==> config.mk <==
export PLATFORM = sky130hd
export DESIGN_NAME = prog_table_ptr
export DESIGN_NICKNAME = d
export VERILOG_FILES = /design/src/rtl/prog_table_ptr.sv
export SDC_FILE = /design/constraint.sdc
export NUM_CORES = 1
export LEC_CHECK = 0
export BUFFER_PORTS_ARGS = -buffer_cell sky130_fd_sc_hd__buf_2
export CORE_MARGIN = 3
export CORE_UTILIZATION = 51
export CTS_BUF_LIST = sky130_fd_sc_hd__clkbuf_8 sky130_fd_sc_hd__clkbuf_16
export DETAILED_ROUTE_END_ITERATION = 6
export PLACE_DENSITY = 0.81
export SYNTH_ARGS = -nofsm -noshare
export SYNTH_HDL_FRONTEND = slang
export SYNTH_SLANG_ARGS = --single-unit
==> constraint.sdc <==
create_clock -name clk -period 3.05 [get_ports clk]
set_input_delay 0.1525 -clock clk [delete_from_list [all_inputs] [get_ports clk]]
set_output_delay 0.1525 -clock clk [all_outputs]
set_load 0.03 [all_outputs]
==> src/rtl/prog_table_ptr.sv <==
module prog_table_ptr #(
  parameter int PTR_W  = 21,
  parameter int DATA_W = 8
) (
  input  logic              clk,
  input  logic              rst_n,
  input  logic              cmd_valid,
  input  logic              cmd_write,
  input  logic [1:0]        cmd_mode,
  output logic              busy,
  input  logic              ptr_wr_en,
  input  logic [1:0]        ptr_wr_sel,
  input  logic [DATA_W-1:0] ptr_wr_data,
  input  logic              latch_wr_en,
  input  logic [DATA_W-1:0] latch_wr_data,
  output logic [PTR_W-1:0]  ptr,
  output logic [DATA_W-1:0] latch,
  output logic              mem_req,
  output logic              mem_we,
  output logic [PTR_W-1:0]  mem_addr,
  output logic [DATA_W-1:0] mem_wdata,
  input  logic              mem_ready,
  input  logic [DATA_W-1:0] mem_rdata
);
  localparam logic [1:0] M_PLAIN   = 2'd0;
  localparam logic [1:0] M_POSTINC = 2'd1;
  localparam logic [1:0] M_POSTDEC = 2'd2;
  localparam logic [1:0] M_PREINC  = 2'd3;
  localparam logic [PTR_W-1:0] ONE = {{(PTR_W-1){1'b0}}, 1'b1};

  logic              busy_q, we_q;
  logic [1:0]        mode_q;
  logic [PTR_W-1:0]  ptr_q, ptr_inc, ptr_dec;
  logic [DATA_W-1:0] latch_q;
  logic              accept, done, idle_wr;

  assign ptr_inc = ptr_q + ONE;
  assign ptr_dec = ptr_q - ONE;
  assign accept  = cmd_valid & ~busy_q;
  assign done    = busy_q & mem_ready;
  assign idle_wr = ~busy_q & ~cmd_valid;

  always_ff @(posedge clk) begin
    if (!rst_n) begin
      busy_q  <= 1'b0;
      we_q    <= 1'b0;
      mode_q  <= M_PLAIN;
      ptr_q   <= '0;
      latch_q <= '0;
    end else begin
      if (accept) begin
        busy_q <= 1'b1;
        we_q   <= cmd_write;
        mode_q <= cmd_mode;
      end else if (done) begin
        busy_q <= 1'b0;
      end
      if (done) begin
        case (mode_q)
          M_POSTINC, M_PREINC: ptr_q <= ptr_inc;
          M_POSTDEC:           ptr_q <= ptr_dec;
          default:             ptr_q <= ptr_q;
        endcase
        if (!we_q) latch_q <= mem_rdata;
      end
      if (idle_wr && latch_wr_en) latch_q <= latch_wr_data;
      if (idle_wr && ptr_wr_en) begin
        for (int i = 0; i < PTR_W; i++)
          if (i / DATA_W == int'(ptr_wr_sel)) ptr_q[i] <= ptr_wr_data[i % DATA_W];
      end
    end
  end

  assign busy      = busy_q;
  assign mem_req   = busy_q;
  assign mem_we    = busy_q & we_q;
  assign mem_addr  = (mode_q == M_PREINC) ? ptr_inc : ptr_q;
  assign mem_wdata = latch_q;
  assign ptr       = ptr_q;
  assign latch     = latch_q;

  AST_ACCEPT_STARTS: assert property (@(posedge clk) disable iff (!rst_n)
    (!busy && cmd_valid) |=> (busy && mem_req && mem_we == $past(cmd_write)));
  AST_HOLD_WHILE_WAIT: assert property (@(posedge clk) disable iff (!rst_n)
    (busy && !mem_ready) |=> (busy && $stable(ptr) && $stable(mem_addr)));
  AST_PLAIN_KEEPS_PTR: assert property (@(posedge clk) disable iff (!rst_n)
    (done && mode_q == M_PLAIN) |=> $stable(ptr));
  AST_READ_CAPTURE: assert property (@(posedge clk) disable iff (!rst_n)
    (done && !mem_we) |=> (latch == $past(mem_rdata)));
  AST_POSTINC_STEP: assert property (@(posedge clk) disable iff (!rst_n)
    (done && mode_q == M_POSTINC) |=> (ptr == PTR_W'($past(ptr) + 1)));
  AST_POSTDEC_STEP: assert property (@(posedge clk) disable iff (!rst_n)
    (done && mode_q == M_POSTDEC) |=> (ptr == PTR_W'($past(ptr) - 1)));
  AST_PREINC_LANDS: assert property (@(posedge clk) disable iff (!rst_n)
    (done && mode_q == M_PREINC) |=> (ptr == $past(mem_addr)));
  AST_WRITE_KEEPS_LATCH: assert property (@(posedge clk) disable iff (!rst_n)
    (done && mem_we) |=> $stable(latch));
endmodule

== After elaboration in Yosys (flattened, before gate mapping) ==
Index checks and enable logic that the tools add are counted.

* Add/sub/neg operators: 2
* Eq/ne operators: 6
* Multiplexer cells: 30
* Bitwise gates (word level): 6
* Reductions and logical operators: 7

{| class="wikitable"
|+ Operators with widths
! cell !! count
|-
| two-way mux 21 bit || 3
|-
| one-hot mux 21 bit (2 select lines) || 1
|-
| two-way mux 8 bit || 3
|-
| two-way mux 1 bit || 23
|-
| adder 21 x 1 -> 21 bit, second input constant || 1
|-
| subtractor 21 x 1 -> 21 bit, second input constant || 1
|-
| bitwise AND 1 bit || 4
|-
| == test 2 bit, first input constant || 2
|-
| == test 2 bit, second input constant || 2
|-
| nonzero test 2 bit || 2
|-
| == test 2 x 1 -> 1 bit, second input constant || 1
|-
| logical AND 1 bit || 2
|-
| logical NOT 2 bit || 1
|-
| inequality test 2 x 1 -> 1 bit, second input constant || 1
|-
| inverter 1 bit || 2
|-
| AND reduction 2 bit || 1
|-
| OR reduction 2 bit || 1
|}

* Register bits: 33
* Input port bits: 35
* Output and inout bits: 61
* Word-level logic and storage cells: 56

== Logic depth before layout (Yosys ltp) ==
* Word-level depth: 6
* Gate-level depth with buffers: 8
* Gate-level depth less buffers: 7

== Worst setup path after synthesis ==
OpenSTA, ideal clock, no wires.

* Path type: register -> register
* Start: register ptr_q[0] (netlist: ptr[0])
* End: register ptr_q[18] (netlist: ptr[18])
* Setup time: 122 ps
* Data arrival time: 2,334 ps
* Required time: 2,928 ps
* Slack: 594 ps
* Cell stages (with the launch flop): 8
* Buffers on the path: 0
* Clock period less this slack: 2,456 ps
* Cell sequence: dfxtp_1 > inv_1 > ha_1 > nor4b_1 > nand3_1 > o311ai_0 > o311a_1 > a21oi_1

* Word-level cells in the longest chain between the ends: 5
* Elaborated cells between the ends (all ways): 6
* Those cells by class: add/sub: 2; mux: 4

{| class="wikitable"
|+ Ends and longest elaborated chain
! item !! line !! RTL
|-
| start, declared || 33 || <nowiki>logic [PTR_W-1:0] ptr_q, ptr_inc, ptr_dec;</nowiki>
|-
| start signal, assigned || 60 || <nowiki>M_POSTINC, M_PREINC: ptr_q <= ptr_inc;</nowiki>
|-
| start signal, assigned || 61 || <nowiki>M_POSTDEC: ptr_q <= ptr_dec;</nowiki>
|-
| start signal, assigned || 62 || <nowiki>default: ptr_q <= ptr_q;</nowiki>
|-
| subtractor 21 x 1 -> 21 bit / adder 21 x 1 -> 21 bit (equally long branches) || 38, 37 ||
|-
| one-hot mux 21 bit (2 select lines) (*) || 59 || <nowiki>case (mode_q)</nowiki>
|-
| two-way mux 21 bit (*) || 58 || <nowiki>if (done) begin</nowiki>
|-
| two-way mux 1 bit || 69 || <nowiki>if (i / DATA_W == int'(ptr_wr_sel)) ptr_q[i] <= ptr_wr_data[i % DATA_W];</nowiki>
|-
| two-way mux 21 bit (*) || 67 || <nowiki>if (idle_wr && ptr_wr_en) begin</nowiki>
|}

Every way passes the cells marked *; elsewhere a longest branch is shown, timed or not.
A chain may end at the register's enable or synchronous reset.

== Final worst setup path ==
* Start: register ptr_q[5] (netlist: ptr[5])
* End: output port mem_addr[17]

* Word-level cells in the longest chain between the ends: 2

{| class="wikitable"
|+ Ends and longest elaborated chain
! item !! line !! RTL
|-
| adder 21 x 1 -> 21 bit || 37 || <nowiki>assign ptr_inc = ptr_q + ONE;</nowiki>
|-
| two-way mux 21 bit || 77 || <nowiki>assign mem_addr = (mode_q == M_PREINC) ? ptr_inc : ptr_q;</nowiki>
|-
| end, declared || 20 || <nowiki>output logic [PTR_W-1:0] mem_addr,</nowiki>
|}

No other way between the ends.

==> impl_results.md <==
- Final worst-path cycle share: 91.1%
- Clk_lat worst skew: 0.29 ns
- CTS Root Cell: clkbuf_8
- Ys Warns: 0
- Post-Syn Instances: 393
- Arr. time, crit path: 2.63 ns
- DRC errors left: 0
- Vias/cell: 6.29
- CP max FO: 13
- Sequential element share of the synthesized area: 23.2%
- CTS max path bufs: 2
- Crit. End Element: output port
- Final Hold Viols: 0
- CTS tree: built
- CP dominant cell by count: nand4_1
- Post-route ant nets: 0
- Least-Margin Pin Slew: 0.666 ns
- Pin count of the biggest net entering global routing: 34
- Syn Area/Cell: 7.26 um^2
- Clock Sink Count: 33
- Initial antenna violation count: 0
- Critical path cell sequence: nand4_1 -> nor3_1 -> nand4_1 -> nor2_1 -> xnor2_1 -> buf_2
- Die height: 80.8 um
- First-pass GRT wire length: 14.9 mm
- Fillcell total: 501
- Die span in x: 80.8 um
- Most frequent cells in the layout: 95 x buf_2, 45 x nand2_1, 33 x dfxtp_1
- Die area: 0.00652 mm^2
- Critical Path Slowest Stage Cell: dfxtp_1
- Fin crit period: 2.78 ns
- Dominant synthesized flop cell: dfxtp_1
- Final hold slack: 0.0989 ns
- Worst path buffer plus inverter count: 1
- Initial DRC Count: 451
- Post-cts gate resize count: 0
- H-tree Lvls: 2
- Clock skew: 0.00724 ns
- Core area: 0.00527 mm^2
- RSZ-0062 raised after global routing: false
- Crit-path max cell delay: 0.59 ns
- Max rail drop VDD: 0.292 mV
- Startpoint class of the critical path: flop
- Grt met1 use: 38.4%
- Io pins: 96
- Yosys top cell area share: 23.2%
- Initial Util: 54.1%
- Crit path kind: flop to output port
- Post-CTS Setup Inserts: 0
- GPL Wtd Cong: 0.964
- Reg area: 661 um^2
- Cell type with the largest total area after synthesis: dfxtp_1
- Data required time at the worst endpoint: 2.90 ns
- FF+latch count, synth: 33
- Post-synth EDFFs: 0
- Slew Limit Fails: 0
- Final WL: 9.42 mm
- Grt met3 use: 6.65%
- Commonest non-fill, non-tap cell in the layout: buf_2
- Status: finished, final reports clean
- Max cap viols: 0
- Synthesized Nets: 430
- Setup TNS: 0 ns
- Area of the mapped netlist: 0.00285 mm^2
- Final #Nets: 496
- Antenna diode count: 0
- Wire length per cell: 17.8 um
- Final setup violating endpoints: 0
- PortBufs: 95
- Hold-fix buffers, CTS: 0
- Crit-path leading delay family: simple AND/OR/NAND/NOR gates
- Area Growth Syn to Fin: 18.5%
- Hold WC Path Type: input pin to flop
- Routed vias: 3334
- Asr flop ratio synth: 0%
- Peak Freq: 360 MHz
- Final HPWL DP: 7.02 mm
- Grt peak-use layer: met2
- GR Overflow Total: 0
- Largest cells by area after synthesis: dfxtp_1 23%, xnor2_1 7.4%, nand2_1 5.9%, o21ai_0 5.4%, o211a_1 4.6%
- Synth unique cells: 55
- Power per cell area: 399 mW/mm^2
- Area of the multi-input gates: 0.00196 mm^2
- Std-Cell Rows: 26
- Layout cells sized above 1: 25.0%
- Leakage: 0.00162 uW
- Reg clk slew, reported paths: 0.08 ns
- Vias in the first global route: 3052
- Slew headroom: 55.6%
- GR Layer Usage met2: 45.9%
- Tot GR Track Use: 29.2%
- CTS buffer count: 5
- TritonRoute pass-1 iters: 5
-- area by class of cell --
cell class | instances | share of cell area [%]
Timing Repair Buffer | 102 | 15.6
Clock inverter | 2 | 1.00
Sequential cell | 33 | 19.6
Clock buffer | 6 | 2.44
Inverter | 7 | 0.778
Multi-Input combinational cell | 310 | 58.0
Tap cell | 70 | 2.59
-- cells in the mapped netlist (3+ instances only) --
library cell and number:
o21ai_0 31, or4_1 3, nand3_1 20, nor3_1 9, nor2_1 29, buf_4 9
dfxtp_1 33, xnor2_1 24, o31a_1 3, mux2i_1 12, nor2b_1 5, o21a_1 3
inv_1 7, clkbuf_1 29, and3_1 5, or3_1 4, nor4_1 9, a22oi_1 4
a21oi_1 13, xor2_1 9, o211ai_1 5, nand2b_1 3, a31oi_1 12, o211a_1 13
nand4b_1 4, nand4_1 11, nand2_1 45
-- power breakdown --
part | leakage, uW | total [uW] | internal, uW | switching, uW
Sequential | 0.000269 | 499 | 455 | 43.5
Combinational | 0.00129 | 407 | 147 | 261
Clock | 0.0000626 | 440 | 263 | 177
Total | 0.00162 | 1350 | 865 | 481
-- cell families (layout without fill, tap and decap cells) --
| group | after synthesis | count (layout) | synth area share, % |
|---|---|---|---|
| flip-flops | 33 | 33 | 23.2 |
| buffers and inverters | 50 | 117 | 8.12 |
| XOR/XNOR | 33 | 33 | 10.1 |
| adder cells (fa/ha/maj) | 2 | 2 | 0.877 |
| multiplexers | 12 | 12 | 4.21 |
| AND/OR/NAND/NOR | 160 | 160 | 28.7 |
| AO/OA/AOI/OAI | 103 | 103 | 24.8 |
-- path summary, 6_finish.rpt --
kind	startpoint	to	slack, ns	depth (start not counted)
setup / recovery	ptr[5]$_SDFF_PN0_	mem_addr[17]	0.27	6
hold / removal	latch_wr_data[3]	latch[3]$_SDFFE_PN0P_	0.1	2
setup reg to reg	ptr[5]$_SDFF_PN0_	ptr[15]$_SDFF_PN0_	0.73	5
hold reg to reg	we_q$_SDFFE_PN0P_	we_q$_SDFFE_PN0P_	0.54	2
-- worst register-to-register path: cells and delay by family (launching register included) --
kind	cells	cell delay [ns]
DFF	1	0.45
and+or+nand+nor	2	1.07
AOI/OAI and AO/OA	3	0.67
-- per-stage QoR --
stage / util [%] / total power (uW) / setup WS [ns] / area [um^2] / cells
after floorplan: - / 798 / 0.594 / 2850 / 393
after global placement: 61.9 / 901 / 0.754 / 3260 / 522
after detailed placement: 61.9 / 908 / 0.675 / 3260 / 522
after CTS: 64.1 / 1340 / 0.346 / 3380 / 530
after global routing: 64.1 / 1400 / 0.0542 / 3380 / 530
final: 64.1 / 1350 / 0.271 / 3380 / 530
-- flip-flops by register name, summed over array words and instances (netlist names) --
signal	flops
busy	1
ptr	21
we_q	1
latch	8
mode_q	2
-- layer usage --
metal	vias to the layer above	wire, um
met2	233	4310
met4	0	328
met5	-	0
met3	40	1160
met1	1508	3630
li1	1553	-
Note: power is estimated with default switching activity, not from simulation.
